===== src/rtl/fx_pcs_pkg.sv =====
package fx_pcs_pkg;

   localparam int NIB_W = 4;
   localparam int GRP_W = 5;

   localparam logic [GRP_W-1:0] CG_IDLE = 5'b11111;
   localparam logic [GRP_W-1:0] CG_J    = 5'b11000;
   localparam logic [GRP_W-1:0] CG_K    = 5'b10001;
   localparam logic [GRP_W-1:0] CG_T    = 5'b01101;
   localparam logic [GRP_W-1:0] CG_R    = 5'b00111;
   localparam logic [GRP_W-1:0] CG_HALT = 5'b00100;

   typedef enum logic [1:0] {
      FR_IDLE = 2'd0,
      FR_SOK  = 2'd1,
      FR_DATA = 2'd2,
      FR_EOR  = 2'd3
   } frame_st_e;

   localparam logic [1:0] LV_ZERO = 2'b00;
   localparam logic [1:0] LV_POS  = 2'b01;
   localparam logic [1:0] LV_NEG  = 2'b11;

   function automatic logic [GRP_W-1:0] nib_to_grp(input logic [NIB_W-1:0] n);
      logic [GRP_W-1:0] g;
      case (n)
         4'h0: g = 5'b11110;
         4'h1: g = 5'b01001;
         4'h2: g = 5'b10100;
         4'h3: g = 5'b10101;
         4'h4: g = 5'b01010;
         4'h5: g = 5'b01011;
         4'h6: g = 5'b01110;
         4'h7: g = 5'b01111;
         4'h8: g = 5'b10010;
         4'h9: g = 5'b10011;
         4'hA: g = 5'b10110;
         4'hB: g = 5'b10111;
         4'hC: g = 5'b11010;
         4'hD: g = 5'b11011;
         4'hE: g = 5'b11100;
         default: g = 5'b11101;
      endcase
      return g;
   endfunction

endpackage


===== src/rtl/fx_tx_framer.sv =====
module fx_tx_framer
   import fx_pcs_pkg::*;
#(
   parameter int NW = NIB_W,
   parameter int GW = GRP_W
) (
   input  logic          clk,
   input  logic          rst_n,
   input  logic          load,
   input  logic          byp,
   input  logic          tx_en,
   input  logic          tx_er,
   input  logic [NW-1:0] txd,
   output logic [GW-1:0] grp
);

   generate
      if (GW != NW + 1) begin : g_bad_w
         $error("group width must be nibble width plus one");
      end
   endgenerate

   frame_st_e st_q, st_d;

   always_comb begin
      st_d = st_q;
      grp  = CG_IDLE;
      if (byp) begin
         grp  = {tx_er, txd};
         st_d = FR_IDLE;
      end else begin
         case (st_q)
            FR_IDLE: begin
               if (tx_en) begin
                  grp  = CG_J;
                  st_d = FR_SOK;
               end
            end
            FR_SOK: begin
               grp  = CG_K;
               st_d = FR_DATA;
            end
            FR_DATA: begin
               if (!tx_en) begin
                  grp  = CG_T;
                  st_d = FR_EOR;
               end else if (tx_er) begin
                  grp = CG_HALT;
               end else begin
                  grp = nib_to_grp(txd);
               end
            end
            default: begin
               grp  = CG_R;
               st_d = FR_IDLE;
            end
         endcase
      end
   end

   always_ff @(posedge clk or negedge rst_n) begin
      if (!rst_n)    st_q <= FR_IDLE;
      else if (load) st_q <= st_d;
   end

   AST_K_FOLLOWS_J: assert property (@(posedge clk) disable iff (!rst_n)
      (load && !byp && grp == CG_J) |=> st_q == FR_SOK);
   AST_R_ENDS_FRAME: assert property (@(posedge clk) disable iff (!rst_n)
      (load && !byp && grp == CG_R) |=> st_q == FR_IDLE);
   AST_BYP_TO_IDLE: assert property (@(posedge clk) disable iff (!rst_n)
      (load && byp) |=> st_q == FR_IDLE);
   AST_HOLD_OFF_SLOT: assert property (@(posedge clk) disable iff (!rst_n)
      !load |=> $stable(st_q));

endmodule


===== src/rtl/fx_tx_scrambler.sv =====
module fx_tx_scrambler #(
   parameter int           LW     = 11,
   parameter int           TAP    = 9,
   parameter logic [LW-1:0] SEED  = 11'h7FF,
   parameter bit           SCR_EN = 1'b1
) (
   input  logic clk,
   input  logic rst_n,
   input  logic bit_in,
   input  logic pass,
   output logic bit_out
);

   generate
      if (TAP < 1 || TAP >= LW) begin : g_bad_tap
         $error("scrambler tap must lie inside the register");
      end
      if (SEED == '0) begin : g_bad_seed
         $error("scrambler seed must be nonzero");
      end
   endgenerate

   logic [LW-1:0] lfsr_q;
   logic          key;

   assign key = lfsr_q[LW-1] ^ lfsr_q[TAP-1];

   always_ff @(posedge clk or negedge rst_n) begin
      if (!rst_n) lfsr_q <= SEED;
      else        lfsr_q <= {lfsr_q[LW-2:0], key};
   end

   generate
      if (SCR_EN) begin : g_scr
         always_ff @(posedge clk or negedge rst_n) begin
            if (!rst_n) bit_out <= 1'b0;
            else        bit_out <= pass ? bit_in : (bit_in ^ key);
         end
      end else begin : g_plain
         always_ff @(posedge clk or negedge rst_n) begin
            if (!rst_n) bit_out <= 1'b0;
            else        bit_out <= bit_in;
         end
      end
   endgenerate

   AST_LFSR_NONZERO: assert property (@(posedge clk) disable iff (!rst_n)
      lfsr_q != '0);
   AST_PASS_CLEAR: assert property (@(posedge clk) disable iff (!rst_n)
      pass |=> bit_out == $past(bit_in));

endmodule


===== src/rtl/fx_tx_mlt3.sv =====
module fx_tx_mlt3
   import fx_pcs_pkg::*;
(
   input  logic       clk,
   input  logic       rst_n,
   input  logic       bit_in,
   output logic [1:0] line
);

   logic [1:0] ph_q;

   always_ff @(posedge clk or negedge rst_n) begin
      if (!rst_n)      ph_q <= 2'd0;
      else if (bit_in) ph_q <= ph_q + 2'd1;
   end

   always_comb begin
      case (ph_q)
         2'd1:    line = LV_POS;
         2'd3:    line = LV_NEG;
         default: line = LV_ZERO;
      endcase
   end

   AST_MLT_HOLD: assert property (@(posedge clk) disable iff (!rst_n)
      !bit_in |=> $stable(line));
   AST_MLT_STEP: assert property (@(posedge clk) disable iff (!rst_n)
      bit_in |=> line != $past(line));
   AST_LINE_LEGAL: assert property (@(posedge clk) disable iff (!rst_n)
      line != 2'b10);

endmodule


===== src/rtl/fx_tx_pcs.sv =====
module fx_tx_pcs
   import fx_pcs_pkg::*;
#(
   parameter int          LFSR_W = 11,
   parameter int          LFSR_TAP = 9,
   parameter logic [10:0] SEED   = 11'h7FF,
   parameter bit          SCR_EN = 1'b1
) (
   input  logic       clk,
   input  logic       rst_n,
   input  logic       tx_en,
   input  logic       tx_er,
   input  logic [3:0] txd,
   input  logic       byp_pin,
   input  logic       byp_cfg,
   input  logic       an_enable,
   output logic       nib_tick,
   output logic [1:0] line
);

   localparam int PH_W = $clog2(GRP_W);
   localparam logic [PH_W-1:0] PH_LAST = PH_W'(GRP_W - 1);

   generate
      if (LFSR_W != 11) begin : g_bad_lw
         $error("seed port width fixes the register at 11 bits");
      end
   endgenerate

   logic [PH_W-1:0]  ph_q;
   logic             load;
   logic             byp_now;
   logic             byp_grp_q;
   logic [GRP_W-1:0] grp;
   logic [GRP_W-1:0] sh_q;
   logic             plain_bit;
   logic             scr_bit;

   assign load     = (ph_q == '0);
   assign nib_tick = load;
   assign byp_now  = (byp_pin | byp_cfg) & ~an_enable;

   always_ff @(posedge clk or negedge rst_n) begin
      if (!rst_n)              ph_q <= '0;
      else if (ph_q == PH_LAST) ph_q <= '0;
      else                     ph_q <= ph_q + 1'b1;
   end

   fx_tx_framer #(.NW(NIB_W), .GW(GRP_W)) u_framer (
      .clk   (clk),
      .rst_n (rst_n),
      .load  (load),
      .byp   (byp_now),
      .tx_en (tx_en),
      .tx_er (tx_er),
      .txd   (txd),
      .grp   (grp)
   );

   always_ff @(posedge clk or negedge rst_n) begin
      if (!rst_n) begin
         sh_q      <= CG_IDLE;
         byp_grp_q <= 1'b0;
      end else if (load) begin
         sh_q      <= grp;
         byp_grp_q <= byp_now;
      end else begin
         sh_q      <= {sh_q[GRP_W-2:0], 1'b1};
      end
   end

   assign plain_bit = sh_q[GRP_W-1];

   fx_tx_scrambler #(
      .LW     (LFSR_W),
      .TAP    (LFSR_TAP),
      .SEED   (SEED),
      .SCR_EN (SCR_EN)
   ) u_scr (
      .clk     (clk),
      .rst_n   (rst_n),
      .bit_in  (plain_bit),
      .pass    (byp_grp_q),
      .bit_out (scr_bit)
   );

   fx_tx_mlt3 u_mlt3 (
      .clk    (clk),
      .rst_n  (rst_n),
      .bit_in (scr_bit),
      .line   (line)
   );

   AST_TICK_SINGLE: assert property (@(posedge clk) disable iff (!rst_n)
      nib_tick |=> !nib_tick);
   AST_BYP_LATCHED: assert property (@(posedge clk) disable iff (!rst_n)
      !nib_tick |=> $stable(byp_grp_q));

endmodule


===== config.mk =====
export PLATFORM = sky130hd
export DESIGN_NAME = fx_tx_pcs
export DESIGN_NICKNAME = d
export VERILOG_FILES = /design/src/rtl/fx_pcs_pkg.sv /design/src/rtl/fx_tx_framer.sv /design/src/rtl/fx_tx_scrambler.sv /design/src/rtl/fx_tx_mlt3.sv /design/src/rtl/fx_tx_pcs.sv
export SDC_FILE = /design/constraint.sdc
export NUM_CORES = 1
export LEC_CHECK = 0
export BUFFER_PORTS_ARGS = -buffer_cell sky130_fd_sc_hd__buf_2
export CAP_MARGIN = 25
export CORE_MARGIN = 10
export CORE_UTILIZATION = 50
export DETAILED_ROUTE_END_ITERATION = 6
export PLACE_DENSITY = 0.78
export SLEW_MARGIN = 40
export SYNTH_ARGS = -nofsm -noshare
export SYNTH_HDL_FRONTEND = slang
export SYNTH_SLANG_ARGS = --single-unit

===== constraint.sdc =====
create_clock -name clk -period 2 [get_ports clk]
set_input_delay 0.4 -clock clk [delete_from_list [all_inputs] [get_ports clk]]
set_output_delay 0.4 -clock clk [all_outputs]
set_load 0.02 [all_outputs]

==> flow_summary.toml, run 1 <==
[clock_network]
cts_root_buffer = "clkbuf_4"
clk_latency_ns = 0.31
cts.sinks = 25
clk_pin_slew_ns = 0.14
cts_made_buffers = 3
htree_num_levels = 1
cts_tree = "done"
cts_max_path_buffers = 2
post_cts_buffers = 0

[yosys]
async_flop_share_pct = 100
synth_most_common_cell = "dfstp_2"
syn_inst = 94
synth_commonest_cells = "dfstp_2, dfrtp_1, a21oi_1, ha_1, inv_1"
synth_top_area_share_pct = 37.7
ys.flop_type = "dfstp_2"
avgSynthCellArea_um2 = 11.9
ys_seq_area_share_pct = 57.9
yosysWarningCount = 0
synth_edf_count = 0
netlist_area_mm2 = 0.00111
synth_nets = 113
ys_ff_latch = 25
yosys.area.top_type = "dfstp_2"
synth.distinct_cells = 33
synthTopCellsByArea = "dfstp_2, dfrtp_1, ha_1"

[die]
core_mm2 = 0.00217
die-area_mm2 = 0.00452
io_pins = 14
rows = 17
die_w_um = 67.2
die_y_um = 67.2
start_util_pct = 51.4

[setup_path]
cp-start-kind = "register"
rr_endpoint = "sh_q[0]$_DFF_PN1_"
arrival_ns = 1.45
critPathLaunch = "ph_q[0]$_DFF_PN0_"
worst-path-max-fanout = 9
rrSetupSlack_ns = 0.33
required_ns = 1.60
criticalPathCategory = "reg -> out"
setup.worst_path.end_class = "primary output"
setup.worst_path.end = "nib_tick"
rr_startpoint = "u_framer.st_q[0]$_DFFE_PN0P_"
rr_worst_depth = 6

[placement]
placed_area_mm2 = 0.00121
hpwlAfterDp_mm = 1.63
io_buffers = 13
place_congestion = 0.933

[pwr]
vdd_drop_max_mv = 0.770
p_leak_uw = 0.000572
power_uw = 1240
cellPowerDensity_mw_per_mm2 = 996

[routing]
wirelength_mm = 2.23
drt_iter0_drc = 34
vias_per_cell = 5.83
dr_total_vias = 804
firstDrtPassIters = 4
wl_per_cell_um = 16.2
ant_nets = 0
drcViolationCount = 0

[cells_and_area]
fin_nets = 130
fin_util_pct = 57.6
fin_area_mm2 = 0.00125
drive_above_1_share_pct = 35.5
area_growth_pct = 12.1
antenna_cells = 0

[sta]
rsz0062_at_grt = "false"
period_minus_slack_ns = 1.85
maxSlewHeadroom_pct = 64.5
holdWs_ns = 0.0411
clock.fmax_ghz = 0.540
min_period_over_period_pct = 92.6
finalHoldViolCount = 0
tightest_slew_ns = 0.528
setup_violations = 0
setup_tns_ns = 0
clock_skew_ns = 0.00607
final_max_slew_viol_count = 0

[global_route]
grt_max_degree = 26
antenna_found_initial = 0
grt.total_usage_pct = 11.3
globalRoute.totalOverflow = 0
grt_pass1_wl_mm = 3.94
grt_pass1_vias = 860

[outcome]
run_status = "finished clean"

[min_path]
hold_class = "in -> async"

[run]
maxCapViolations = 0
power breakdown:
part | internal (µW) | switching [µW]
combinational | 166 | 223
clock | 76.2 | 148
sequential | 580 | 50.9
total | 823 | 422
metrics by stage:
step	setup slack (ns)	cells
finish	0.148	138
global route	0.0245	138
CTS	0.0663	138
detailed placement	0.360	134
global placement	0.398	134
floorplan	0.510	94
worst min path at each step:
stage / end / start / slack (ns) / cells past startpoint
5_1_grt: u_mlt3.ph_q[0]$_DFFE_PN0P_ / rst_n / 0.04 / 1
4_1_cts: u_mlt3.ph_q[0]$_DFFE_PN0P_ / rst_n / 0.04 / 1
3_5_place_dp: u_scr.lfsr_q[1]$_DFF_PN1_ / u_scr.lfsr_q[0]$_DFF_PN1_ / 0.35 / 0
3_3_place_gp: u_scr.lfsr_q[10]$_DFF_PN1_ / u_scr.lfsr_q[9]$_DFF_PN1_ / 0.35 / 0
2_1_floorplan: byp_grp_q$_DFFE_PN0P_ / rst_n / 0.10 / 0
6_report: byp_grp_q$_DFFE_PN0P_ / rst_n / 0.04 / 1
flip-flops by register name (all words and copies together), names as in the netlist:
name	flops
byp_grp_q	1
ph_q	3
u_scr.lfsr_q	11
u_scr.bit_out	1
u_framer.st_q	2
sh_q	5
u_mlt3.ph_q	2
metal layers:
layer	global-route usage (%)	share of wire [%]	vias up
li1	-	-	362
met1	12.9	41	399
met2	18.5	49	39
met3	4.63	8.3	4
met4	4.62	1.4	0
met5	0	0	-
logic make-up (layout without fill, tap and decap cells):
kind of cell | Yosys count | in the layout | share of synthesized area (%)
multiplexers | 2 | 2 | 1.91
flip-flops | 25 | 25 | 57.9
buffers and inverters | 10 | 26 | 3.48
XOR/XNOR | 4 | 4 | 3.14
AO/OA/AOI/OAI | 25 | 25 | 14.8
AND/OR/NAND/NOR | 20 | 20 | 9.76
adder cells (fa/ha/maj) | 8 | 8 | 8.98
placed cells by master (no fill, tap or decap), drive strengths merged, types with 2 or more instances in the layout:
cell / count
nand2b: 2
dfrtp: 9
o41ai: 2
a21oi: 8
nor4: 2
xor2: 3
ha: 8
nor3: 3
o21ai: 5
buf: 13
dfstp: 16
inv: 9
nor2: 5
clkbuf: 3
o22ai: 2
nand2: 3
critical path, cell delays in order, from the launching register on:
cell and delay (ns):
dfrtp_1 0.43, inv_1 0.07, ha_1 0.23, nand2b_4 0.12, inv_4 0.11, buf_2 0.17
cell type report:
class / count / area, µm²
fillers: 201 / 920
flip-flops and latches: 25 / 646
multi-input cells: 59 / 438
repair buffers: 13 / 65.1
inverters: 9 / 36.3
well taps: 28 / 35.0
clock buffers: 3 / 22.5
clock inverters: 1 / 7.51
timing repair:
item,4_1_cts,5_1_grt
cloned,0,0
setup endpoints to repair,1,1
hold endpoints to repair,0,0
resized for setup,1,2
hold buffers,0,0
Power figures use the tool's default switching activity.
==> run 2, diff against run 1 <==
- SYNTH_HIERARCHICAL: unset -> 1
==> flow_summary.toml, run 2 <==
[die]
die_y_um = 68.6
die-area_mm2 = 0.00470
core_mm2 = 0.00223
io_pins = 14
start_util_pct = 52.8
die_w_um = 68.6
rows = 17

[setup_path]
arrival_ns = 1.33
crit_chain = "ha_1, or2_1, buf_2"
critPathMaxStageDelay_ns = 0.43
criticalPathCategory = "reg -> out"
required_ns = 1.60
cp_top_family = "flip-flops"
cp-start-kind = "register"
setup.worst_path.end_class = "primary output"
slowest_stage = "dfrtp_1"
critPathBufInv = 1
worst-path-max-fanout = 3

[yosys]
async_flop_share_pct = 100
ys.flop_type = "dfstp_2"
avgSynthCellArea_um2 = 12.5
synth_nets = 113
ys_ff_latch = 25
ys_seq_area_share_pct = 54.8
synth_most_common_cell = "dfstp_2"
yosys.area.top_type = "dfstp_2"
synth_top_area_share_pct = 35.7
synth_commonest_cells = "dfstp_2, inv_1, dfrtp_1, ha_1"
synthTopCellsByArea = "dfstp_2, dfrtp_1, ha_1"
synth.distinct_cells = 33
yosysWarningCount = 6
synth_edf_count = 0
netlist_area_mm2 = 0.00118
syn_inst = 94

[routing]
dr_wl_met2_um = 969
drcViolationCount = 0
ant_nets = 0
dr_total_vias = 731
wl_per_cell_um = 13.8
drt_iter0_drc = 17
vias_per_cell = 5.26
wirelength_mm = 1.93
top_layer = "met4"
wl_met1_um = 839
firstDrtPassIters = 4
wl_met3_um = 102

[cells_and_area]
area_growth_pct = 10.7
nFillCells = 193
antenna_cells = 0
final_cell_mix = "dfstp_2, buf_2, inv_1, dfrtp_1, ha_1"
fin_nets = 131
largest_register = "u_scr/lfsr_q"
regArea_um2 = 646
multi_input_area_um2 = 480
final_common_cell = "dfstp_2"
top_regs = "u_scr/lfsr_q x11, sh_q x5, ph_q x3"
drive_above_1_share_pct = 40.5
largest_reg_flops = 11

[sta]
tightest_slew_ns = 0.520
setup_violations = 0
clock.fmax_ghz = 0.577
setup_tns_ns = 0
finalHoldViolCount = 0
rsz0062_at_grt = "false"
min_period_over_period_pct = 86.7
holdWs_ns = 0.0348
final_max_slew_viol_count = 0
period_minus_slack_ns = 1.73
maxSlewHeadroom_pct = 65.3
clock_skew_ns = 0.00121

[clock_network]
cts_tree = "done"
cts_root_buffer = "clkbuf_4"
cts_max_path_buffers = 2
hold_buffers = 0
htree_num_levels = 1
clk_pin_slew_ns = 0.13
post_cts_buffers = 0
cts.sinks = 25
cts_made_buffers = 3
clk_latency_ns = 0.31
ctsResizeCount = 0

[pwr]
cellPowerDensity_mw_per_mm2 = 990
vdd_drop_max_mv = 0.656
p_leak_uw = 0.000592

[global_route]
grt.total_usage_pct = 8.98
globalRoute.totalOverflow = 0
antenna_found_initial = 0
grt_pass1_wl_mm = 3.26
grt_pass1_vias = 766
grt_max_degree = 26

[placement]
io_buffers = 13
place_congestion = 0.858
hpwlAfterDp_mm = 1.41

[min_path]
hold_class = "in -> async"

[outcome]
run_status = "finished clean"

[run]
maxCapViolations = 0
==> run 2: final timing paths <==
check,from,endpoint,slack [ns],depth (start not counted)
max in group asynchronous,rst_n,u_scr/lfsr_q[4]$_DFF_PN1_,1.60,1
worst min register to register,u_scr/lfsr_q[3]$_DFF_PN1_,u_scr/lfsr_q[4]$_DFF_PN1_,0.37,0
worst max-delay path,u_mlt3/ph_q[0]$_DFFE_PN0P_,line[0],0.27,3
worst min-delay path,rst_n,u_mlt3/ph_q[0]$_DFFE_PN0P_,0.03,1
worst max register to register,u_framer/st_q[0]$_DFFE_PN0P_,sh_q[3]$_DFF_PN1_,0.44,5
min in group clk,u_scr/lfsr_q[3]$_DFF_PN1_,u_scr/lfsr_q[4]$_DFF_PN1_,0.37,0
==> run 2: area by class of cell <==
| class | instances | share of cell area (%) |
|---|---|---|
| clock inverter | 1 | 0.575 |
| tap | 28 | 2.68 |
| clock buffer | 3 | 1.73 |
| multi-input combinational | 57 | 36.8 |
| sequential | 25 | 49.5 |
| timing repair buffer | 14 | 5.56 |
| inverter | 11 | 3.16 |
==> run 2: cells by family after synthesis <==
family / synth area share, %
AND/OR/NAND/NOR: 9.02
AO/OA/AOI/OAI: 13.0
adder cells (fa/ha/maj): 8.49
XOR/XNOR: 2.23
multiplexers: 8.07
flip-flops: 54.8
buffers and inverters: 4.46
==> run 2: metrics by stage <==
stage | total power, µW | instances | utilization [%] | cell area (µm²) | setup WS [ns]
after global placement | 1050 | 135 | 57.1 | 1270 | 0.435
after global routing | 1400 | 139 | 58.4 | 1310 | 0.172
after CTS | 1320 | 139 | 58.4 | 1310 | 0.223
final | 1290 | 139 | 58.4 | 1310 | 0.266
after detailed placement | 1080 | 135 | 57.1 | 1270 | 0.353
after floorplan | 955 | 94 | - | 1180 | 0.589
==> run 2: where the power goes <==
| group | total [µW] | internal (µW) | leakage, µW | switching (µW) |
|---|---|---|---|---|
| clock network | 225 | 76.4 | 0.0000139 | 148 |
| registers | 642 | 585 | 0.000275 | 57.7 |
| logic | 425 | 186 | 0.000303 | 239 |
| total | 1290 | 847 | 0.000592 | 445 |
==> run 2: worst register-to-register path, cell delays in order, from the launching register on <==
cell and delay [ns]:
dfrtp_1 0.43, inv_1 0.08, ha_1 0.30, a2111oi_2 0.32, o21ai_1 0.12, mux2_4 0.26
==> run 2: routing by layer <==
| metal | track usage, % | vias to the layer above |
|---|---|---|
| met2 | 15.9 | 18 |
| met4 | 3.02 | 0 |
| met5 | 0 | - |
| met1 | 9.40 | 357 |
| met3 | 3.70 | 2 |
| li1 | - | 354 |
